<file path="config.mk">
export PLATFORM = sky130hd
export DESIGN_NAME = ll_desc_walker
export DESIGN_NICKNAME = d
export VERILOG_FILES = /design/src/rtl/ll_walk_pkg.sv /design/src/rtl/ll_addr_step.sv /design/src/rtl/ll_desc_buf.sv /design/src/rtl/ll_desc_walker.sv
export SDC_FILE = /design/constraint.sdc
export NUM_CORES = 2
export LEC_CHECK = 0
export ABC_AREA = 1
export ABC_CLOCK_PERIOD_IN_PS = 16500
export BUFFER_PORTS_ARGS = -buffer_cell sky130_fd_sc_hd__buf_2
export CORE_MARGIN = 2
export CORE_UTILIZATION = 55
export DETAILED_ROUTE_END_ITERATION = 16
export PLACE_DENSITY = 0.76
export REMOVE_ABC_BUFFERS = 1
export SKIP_CTS_REPAIR_TIMING = 1
export SLEW_MARGIN = 0
export SYNTH_ARGS = -nofsm -noshare
export SYNTH_HDL_FRONTEND = slang
export SYNTH_SLANG_ARGS = --single-unit
</file>
<file path="constraint.sdc">
create_clock -name clk -period 16.5 [get_ports clk]
set_input_delay 3.3 -clock clk [delete_from_list [all_inputs] [get_ports clk]]
set_output_delay 3.3 -clock clk [all_outputs]
set_load 0.05 [all_outputs]
</file>
<file path="src/rtl/ll_walk_pkg.sv">
package ll_walk_pkg;
  localparam int unsigned WORD_W     = 32;
  localparam int unsigned DESC_WORDS = 7;

  localparam logic [WORD_W-1:0] CHAIN_END_PTR = 32'hFFFF_FFFC;

  // address-handling codes
  localparam logic [1:0] AMODE_INC  = 2'd0;
  localparam logic [1:0] AMODE_LOAD = 2'd1;

  localparam logic [1:0] DESC_TYPE2 = 2'd2;

  // word slots inside a descriptor (fetch order is the packing order)
  localparam int unsigned SLOT_NEXT  = 0;
  localparam int unsigned SLOT_COUNT = 1;
  localparam int unsigned SLOT_ADDR  = 2;
  localparam int unsigned SLOT_FRAME = 3;
  localparam int unsigned SLOT_EIDX  = 4;
  localparam int unsigned SLOT_DFIDX = 5;
  localparam int unsigned SLOT_SFIDX = 6;

  typedef enum logic [3:0] {
    W_IDLE, W_CHECK, W_REQ, W_RSP, W_LOAD, W_START, W_WAIT, W_END, W_ERR
  } walk_state_e;
endpackage

</file>
<file path="src/rtl/ll_addr_step.sv">
module ll_addr_step #(
  parameter int unsigned ADDR_W     = 32,
  parameter int unsigned ELEM_W     = 24,
  parameter int unsigned FRAME_W    = 16,
  parameter int unsigned ELEM_BYTES = 4
) (
  input  logic [1:0]         amode,
  input  logic [ADDR_W-1:0]  prev_addr,
  input  logic [ADDR_W-1:0]  desc_addr,
  input  logic [ELEM_W-1:0]  prev_elem,
  input  logic [FRAME_W-1:0] prev_frame,
  output logic [ADDR_W-1:0]  next_addr
);
  import ll_walk_pkg::*;

  logic [ADDR_W-1:0] step;

  always_comb begin
    step = ADDR_W'(prev_elem) * ADDR_W'(prev_frame) * ADDR_W'(ELEM_BYTES);
    case (amode)
      AMODE_INC:  next_addr = prev_addr + step;
      AMODE_LOAD: next_addr = desc_addr;
      default:    next_addr = prev_addr;
    endcase
  end
endmodule

</file>
<file path="src/rtl/ll_desc_buf.sv">
module ll_desc_buf #(
  parameter int unsigned WORD_W = 32,
  parameter int unsigned NWORDS = 7,
  localparam int unsigned IDX_W = $clog2(NWORDS)
) (
  input  logic                     clk,
  input  logic                     rst_n,
  input  logic                     wr_en,
  input  logic [IDX_W-1:0]         wr_idx,
  input  logic [WORD_W-1:0]        wr_data,
  output logic [NWORDS*WORD_W-1:0] words_flat
);
  for (genvar g = 0; g < NWORDS; g++) begin : g_word
    logic [WORD_W-1:0] word_q;
    always_ff @(posedge clk) begin
      if (!rst_n)
        word_q <= '0;
      else if (wr_en && wr_idx == IDX_W'(g))
        word_q <= wr_data;
    end
    assign words_flat[g*WORD_W +: WORD_W] = word_q;
  end
endmodule

</file>
<file path="src/rtl/ll_desc_walker.sv">
module ll_desc_walker #(
  parameter int unsigned ELEM_BYTES   = 4,
  parameter int unsigned BLOCK_IE_BIT = 5,
  parameter int unsigned CNT_W        = 16
) (
  input  logic        clk,
  input  logic        rst_n,
  input  logic        chan_en,
  input  logic [10:0] cfg_mode,
  input  logic [31:0] cfg_head_ptr,
  input  logic [31:0] cfg_src_addr,
  input  logic [31:0] cfg_dst_addr,
  output logic        rd_req_valid,
  input  logic        rd_req_ready,
  output logic [31:0] rd_req_addr,
  input  logic        rd_rsp_valid,
  output logic        rd_rsp_ready,
  input  logic [31:0] rd_rsp_data,
  output logic        xfer_start,
  input  logic        xfer_done,
  output logic [31:0] cur_src,
  output logic [31:0] cur_dst,
  output logic [23:0] cur_elem,
  output logic [15:0] cur_frame,
  output logic [15:0] cur_irq_mask,
  output logic [15:0] cur_dst_ei,
  output logic [15:0] cur_src_ei,
  output logic [31:0] cur_dst_fi,
  output logic [31:0] cur_src_fi,
  output logic [15:0] desc_num,
  output logic        block_irq,
  output logic        chain_end,
  output logic        err_align,
  output logic        busy
);
  import ll_walk_pkg::*;

  localparam int unsigned W       = WORD_W;
  localparam int unsigned NW      = DESC_WORDS;
  localparam int unsigned IDX_W   = $clog2(NW);
  localparam int unsigned ELEM_W  = 24;
  localparam int unsigned FRAME_W = 16;
  localparam logic [IDX_W-1:0] LAST_IDX = IDX_W'(NW - 1);

  walk_state_e       state;
  logic              en_q;
  logic [W-1:0]      ptr;
  logic [IDX_W-1:0]  widx;
  logic [1:0]        pend_dm, pend_sm;
  logic [CNT_W-1:0]  cnt_q;
  logic [NW*W-1:0]   desc_words;
  logic [W-1:0]      w_next, w_count, w_addr, w_frame, w_eidx;
  logic [W-1:0]      nxt_src, nxt_dst;
  logic              start_ok;
  logic              walk_unused;

  ll_desc_buf #(.WORD_W(W), .NWORDS(NW)) u_buf (
    .clk(clk), .rst_n(rst_n),
    .wr_en(state == W_RSP && rd_rsp_valid),
    .wr_idx(widx), .wr_data(rd_rsp_data),
    .words_flat(desc_words)
  );

  assign w_next  = desc_words[SLOT_NEXT*W  +: W];
  assign w_count = desc_words[SLOT_COUNT*W +: W];
  assign w_addr  = desc_words[SLOT_ADDR*W  +: W];
  assign w_frame = desc_words[SLOT_FRAME*W +: W];
  assign w_eidx  = desc_words[SLOT_EIDX*W  +: W];
  assign walk_unused = ^{w_count[31:28], cfg_mode[10:9], cfg_mode[7:6]};

  ll_addr_step #(.ADDR_W(W), .ELEM_W(ELEM_W), .FRAME_W(FRAME_W), .ELEM_BYTES(ELEM_BYTES)) u_dst_step (
    .amode(pend_dm), .prev_addr(cur_dst), .desc_addr(w_addr),
    .prev_elem(cur_elem), .prev_frame(cur_frame), .next_addr(nxt_dst)
  );
  ll_addr_step #(.ADDR_W(W), .ELEM_W(ELEM_W), .FRAME_W(FRAME_W), .ELEM_BYTES(ELEM_BYTES)) u_src_step (
    .amode(pend_sm), .prev_addr(cur_src), .desc_addr(w_addr),
    .prev_elem(cur_elem), .prev_frame(cur_frame), .next_addr(nxt_src)
  );

  assign start_ok = chan_en && !en_q && cfg_mode[8] && cfg_mode[5:4] == DESC_TYPE2;

  always_ff @(posedge clk) begin
    if (!rst_n) begin
      state <= W_IDLE;
      en_q <= 1'b0;
      ptr <= '0;
      widx <= '0;
      pend_dm <= '0;
      pend_sm <= '0;
      cnt_q <= '0;
      block_irq <= 1'b0;
      cur_src <= '0;
      cur_dst <= '0;
      cur_elem <= '0;
      cur_frame <= '0;
      cur_irq_mask <= '0;
      cur_dst_ei <= '0;
      cur_src_ei <= '0;
      cur_dst_fi <= '0;
      cur_src_fi <= '0;
    end else begin
      en_q <= chan_en;
      block_irq <= 1'b0;
      case (state)
        W_IDLE: if (start_ok) begin
          ptr <= cfg_head_ptr;
          cur_src <= cfg_src_addr;
          cur_dst <= cfg_dst_addr;
          cur_elem <= '0;
          cur_frame <= '0;
          pend_dm <= cfg_mode[1:0];
          pend_sm <= cfg_mode[3:2];
          cnt_q <= '0;
          state <= W_CHECK;
        end
        W_CHECK: begin
          widx <= '0;
          if (!chan_en)                 state <= W_IDLE;
          else if (ptr == CHAIN_END_PTR) state <= W_END;
          else if (ptr[1:0] != 2'b00)   state <= W_ERR;
          else                          state <= W_REQ;
        end
        W_REQ: begin
          if (!chan_en)          state <= W_IDLE;
          else if (rd_req_ready) state <= W_RSP;
        end
        W_RSP: if (rd_rsp_valid) begin
          if (!chan_en)              state <= W_IDLE;
          else if (widx == LAST_IDX) state <= W_LOAD;
          else begin
            widx <= widx + 1'b1;
            state <= W_REQ;
          end
        end
        W_LOAD: begin
          if (!chan_en) state <= W_IDLE;
          else begin
            cur_dst <= nxt_dst;
            cur_src <= nxt_src;
            cur_elem <= w_count[ELEM_W-1:0];
            cur_frame <= w_frame[15:0];
            cur_irq_mask <= w_frame[31:16];
            cur_dst_ei <= w_eidx[15:0];
            cur_src_ei <= w_eidx[31:16];
            cur_dst_fi <= desc_words[SLOT_DFIDX*W +: W];
            cur_src_fi <= desc_words[SLOT_SFIDX*W +: W];
            pend_sm <= w_count[25:24];
            pend_dm <= w_count[27:26];
            ptr <= w_next;
            cnt_q <= cnt_q + 1'b1;
            state <= W_START;
          end
        end
        W_START: state <= W_WAIT;
        W_WAIT: if (xfer_done) begin
          block_irq <= cur_irq_mask[BLOCK_IE_BIT];
          state <= chan_en ? W_CHECK : W_IDLE;
        end
        W_END, W_ERR: if (!chan_en) state <= W_IDLE;
        default: state <= W_IDLE;
      endcase
    end
  end

  assign rd_req_valid = (state == W_REQ) && chan_en;
  assign rd_req_addr  = ptr + {{(W-IDX_W-2){1'b0}}, widx, 2'b00};
  assign rd_rsp_ready = (state == W_RSP);
  assign xfer_start   = (state == W_START);
  assign chain_end    = (state == W_END);
  assign err_align    = (state == W_ERR);
  assign busy         = !(state inside {W_IDLE, W_END, W_ERR});
  assign desc_num     = 16'(cnt_q);

  assert_req_hold_R3: assert property (@(posedge clk) disable iff (!rst_n)
    (rd_req_valid && !rd_req_ready) |=> (!chan_en || (rd_req_valid && $stable(rd_req_addr))));
  assert_req_aligned_R3: assert property (@(posedge clk) disable iff (!rst_n)
    rd_req_valid |-> rd_req_addr[1:0] == 2'b00);
  assert_start_pulse_R6: assert property (@(posedge clk) disable iff (!rst_n)
    xfer_start |=> !xfer_start);
  assert_irq_gated_R7: assert property (@(posedge clk) disable iff (!rst_n)
    block_irq |-> cur_irq_mask[BLOCK_IE_BIT]);
  assert_irq_after_done_R7: assert property (@(posedge clk) disable iff (!rst_n)
    block_irq |-> $past(xfer_done));
  assert_count_step_R9: assert property (@(posedge clk) disable iff (!rst_n)
    !$stable(desc_num) |-> (desc_num == $past(desc_num) + 16'd1 || desc_num == 16'd0));
  assert_err_quiet_R10: assert property (@(posedge clk) disable iff (!rst_n)
    err_align |-> (!rd_req_valid && !xfer_start && !busy));
endmodule

</file>
==> reports/summary.log <==
[finish] final standard cell count with taps included and fillers excluded 5,446
[power] sequential share of power 0.303
[timing] period utilization 0.511
[timing] Clock Skews 0.0405 ns
[power] clock network fraction of design power 0.256
[detailed_routing] average detailed-routed wire length per instance 19.0 um
[detailed_routing] count of antenna-violating nets left after detailed routing 0
[cts] Clk Tree Root Cell clkbuf_16
[finish] proportion of layout cells with a drive suffix above 1 0.125
[setup_path] Max stage delay cell, worst path dfxtp_1
[timing] maximum operating frequency 119 MHz
[finish] # nets final 5,174
[synthesis] post-synthesis sequential element count 497
[die] initial cell density of the core 0.555
[die] io pins 416
[synthesis] distinct cell type count of the synthesized netlist 51
[detailed_routing] total number of vias 30,300
[placed_design] Port Buffers 411
[timing] Hold Vio Cnt, Final 0
[setup_path] max incr delay on CP 1.02 ns
[setup_path] category of the worst setup path launch point register
[cts] Clock Latency Late Sink 0.62 ns
[setup_path] Worst Setup EP cur_dst[30]
[job] max capacitance violation total 0
[detailed_routing] first-pass detailed-route iteration total 7
[synthesis] simple-gate share of the synthesized area 0.161
[cts] CTS tree done
[detailed_routing] DRC violation count after routing 0
[global_routing] global routing met1 resource utilization 0.427
[setup_path] required time of the critical path 17.02 ns
[status] status finished clean
[detailed_routing] Total Routed Length 103,000 um
[die] Core ar. 58,900 sq um
[setup_path] maximum fanout along the worst path 19
[timing] total of endpoints with negative setup slack in the final report 0
[synthesis] cell count after synthesis 4,369
[synthesis] Compound-Gate Fraction of Synth Area 0.186
[global_routing] layer with the highest usage after global routing met2
[global_routing] GR Overflow Total 0
[synthesis] Seq/Total Area, Yosys 0.304
[synthesis] cell taking the most area after synthesis dfxtp_1
[setup_path] reg-to-reg setup timing slack 8.06 ns
[synthesis] synthesized area per cell 7.48 sq um
[setup_path] endpoint of the lowest-slack register-to-register path cur_dst[30]
[die] height of the die 248 um
[synthesis] largest family of logic cells by synthesized area adder cells
[synthesis] EDFF count, synth 0
[synthesis] post-synthesis async set-or-reset flop share 0
[timing] number of max-slew violations in the final report 0
[min_path] class of the worst hold path reg -> reg
[power] Switching Power 2260 uW
[placed_design] placed wire-length estimate 74,200 um
[synthesis] Post-synth top flop dfxtp_1
[detailed_routing] DR iter-0 viols 2,274
[cts] number of buffers created by CTS 51
[global_routing] Total GRT Usage 0.333
[synthesis] cell types with the largest area share after synthesis dfxtp_1 30%, fa_1 16%, o21ai_0 8.0%
[cts] clock transition time at the flip-flop clock pins of the worst setup and hold paths 0.07 ns
[timing] Tmin final 8.44 ns
[detailed_routing] Vias/cell 5.57
[global_routing] number of antenna violations at the first check in global routing 20
[die] die area 61,400 sq um
[synthesis] multiplexer area fraction after synthesis 0
[die] die span in x 248 um
[power] switching share of total power 0.458
[cts] htree depth 2
[global_routing] met3 GRT Util 0.0733
[global_routing] vias in the first global route 28,800
[setup_path] beginning of the critical path cur_elem[14]
[setup_path] Worst Setup End Kind register
[die] Row Count 89
[synthesis] Synth top area share 0.304
[timing] final setup TNS 0 ns
[placed_design] gpl congestion 0.974
[timing] normalized max-slew margin 0.283
[setup_path] launch point of the worst reg-to-reg path cur_elem[14]
[timing] unrepaired setup endpoints after global routing no
[cts] maximum number of buffers from clock root to sink 3
[synthesis] Syn. warnings 0
[placed_design] placed cells 5,339
[synthesis] xor and xnor area share after synthesis 0.0238
[cts] CTS sink count 497
[global_routing] pin count of the biggest net entering global routing 283
[power] worst vdd ir 0.102 mV
[global_routing] Global Route met2 Usage 0.530
[synthesis] area share of fa/ha/maj cells after synthesis 0.218
[power] internal power contribution 2670 uW
[power] power density over cell area 133 nW/um^2
[setup_path] cell count of the worst reg-to-reg path 30
[synthesis] Synth Cell Area 32,700 sq um
[timing] measured slew at the worst slew-check pin 1.08 ns
[power] part of the total power dissipated in combinational logic 0.441
[global_routing] global-route wire length before repair 159,000 um
[power] leak pwr 0.0188 uW
[setup_path] class of the most critical setup path reg -> reg
[setup_path] signal arrival time at the worst endpoint 8.96 ns
[finish] number of filler instances in the final layout 5,311
[finish] Synth-to-Final Area Change 13.2%
## cells in the mapped netlist (3+ instances only)
| cell | instances |
|---|---|
| o21a_1 | 8 |
| xnor2_1 | 28 |
| nor3_1 | 53 |
| o21ai_1 | 14 |
| nor2_4 | 3 |
| a211oi_1 | 23 |
| nand4_1 | 19 |
| a21boi_0 | 3 |
| xor2_1 | 61 |
| fa_1 | 266 |
| a21o_1 | 15 |
| inv_2 | 5 |
| o211ai_1 | 24 |
| nor3_2 | 6 |
| nor3b_1 | 9 |
| a21oi_1 | 457 |
| nand2_1 | 683 |
| buf_1 | 5 |
| nor2_1 | 440 |
| ha_1 | 144 |
| o21ai_0 | 523 |
| o21bai_1 | 12 |
| clkbuf_1 | 236 |
| nand3_1 | 71 |
| buf_2 | 17 |
| o22ai_1 | 11 |
| dfxtp_1 | 497 |
| inv_1 | 651 |
| a31oi_1 | 55 |
## metrics by stage
step                cell area, sq um  hold slack [ns]  power (uW)  utilization  setup slack (ns)
floorplan                      31700            0.429        2950            -              7.87
global placement               35100            0.442        3630        0.596              8.39
detailed placement             35100            0.449        3670        0.596              8.24
CTS                            37000            0.457        4920        0.628              8.18
global route                   37000            0.485        5190        0.628              7.62
finish                         37000            0.456        4930        0.628              8.06
## cells in the final DEF (no fill, tap or decap), types with 8 or more instances in the layout
master      count
a211oi_1       23
a21o_1         15
a21oi_1       457
a31oi_1        55
buf_2         410
buf_4          45
bufinv_16       8
clkbuf_16      52
clkbuf_8        9
clkinv_2       14
clkinvlp_4      8
dfxtp_1       497
diode_2        11
fa_1          266
ha_1          144
inv_1         651
nand2_1       683
nand3_1        71
nand4_1        19
nor2_1        440
nor3_1         52
nor3b_1         9
o211ai_1       24
o21a_1          8
o21ai_0       522
o21ai_1        14
o21bai_1       12
o22ai_1        11
xnor2_1        28
xor2_1         61
## kinds of logic after synthesis
kind of cell               after synthesis
DFF                                    497
xor gates and xnor gates                89
and+or+nand+nor                       1301
adders and majority gates              410
buffers and inverters                  919
AOI/OAI and AO/OA                     1153
## worst min-delay path by stage
stage	start	end	slack (ns)	cells past startpoint
finish	u_buf.g_word[3].word_q[10]	cur_frame[10]	0.46	2
global route	u_buf.g_word[3].word_q[6]	u_buf.g_word[3].word_q[6]	0.49	2
CTS	u_buf.g_word[3].word_q[10]	cur_frame[10]	0.46	2
detailed placement	u_buf.g_word[3].word_q[7]	u_buf.g_word[3].word_q[7]	0.45	2
global placement	u_buf.g_word[3].word_q[12]	u_buf.g_word[3].word_q[12]	0.44	2
floorplan	u_buf.g_word[2].word_q[30]	u_buf.g_word[2].word_q[30]	0.43	2
## worst max-delay path, delay by kind of cell, from the launching register on
kind / cells / cell delay [ns]
flops: 1 / 1.02
buf+inv: 5 / 0.28
simple gates: 4 / 0.79
fa+ha+maj: 8 / 3.66
compound gates: 12 / 2.02
xor+xnor: 1 / 0.55
## per-layer routing
metal	up-vias	routed length, um
li1	14400	-
met1	14400	41800
met2	1143	47100
met3	281	9320
met4	18	5130
met5	-	122
## power groups by stage
| stage | logic (uW) | clock network, uW | registers (uW) |
|---|---|---|---|
| final | 2170 | 1260 | 1490 |
| after global routing | 2370 | 1320 | 1510 |
| after CTS | 2160 | 1270 | 1490 |
| after detailed placement | 2150 | 0 | 1510 |
| after global placement | 2120 | 0 | 1510 |
| after floorplan | 1140 | 0 | 1810 |
## flip-flops by register name (all words and copies together) (netlist names)
name	count
cur_dst_fi	32
state	4
cur_src_ei	16
cur_frame	16
cur_dst	32
cur_dst_ei	16
ptr	32
en_q	1
widx	3
cur_irq_mask	16
block_irq	1
cur_src_fi	32
u_buf.g_word.word_q	220
desc_num	16
cur_src	32
pend_sm	2
cur_elem	24
pend_dm	2
## final cells by class
cell class / instances / area [sq um] / area share
well taps: 773 / 967 / 0.0261
multi-input cells: 2953 / 19300 / 0.522
flip-flops and latches: 497 / 9950 / 0.269
clock inverters: 31 / 412 / 0.0111
clock buffers: 65 / 1440 / 0.0389
repair buffers: 457 / 2420 / 0.0655
inverters: 659 / 2480 / 0.0670
diodes: 11 / 27.5 / 0.000744
No activity file was read; power rests on OpenSTA's default activity.
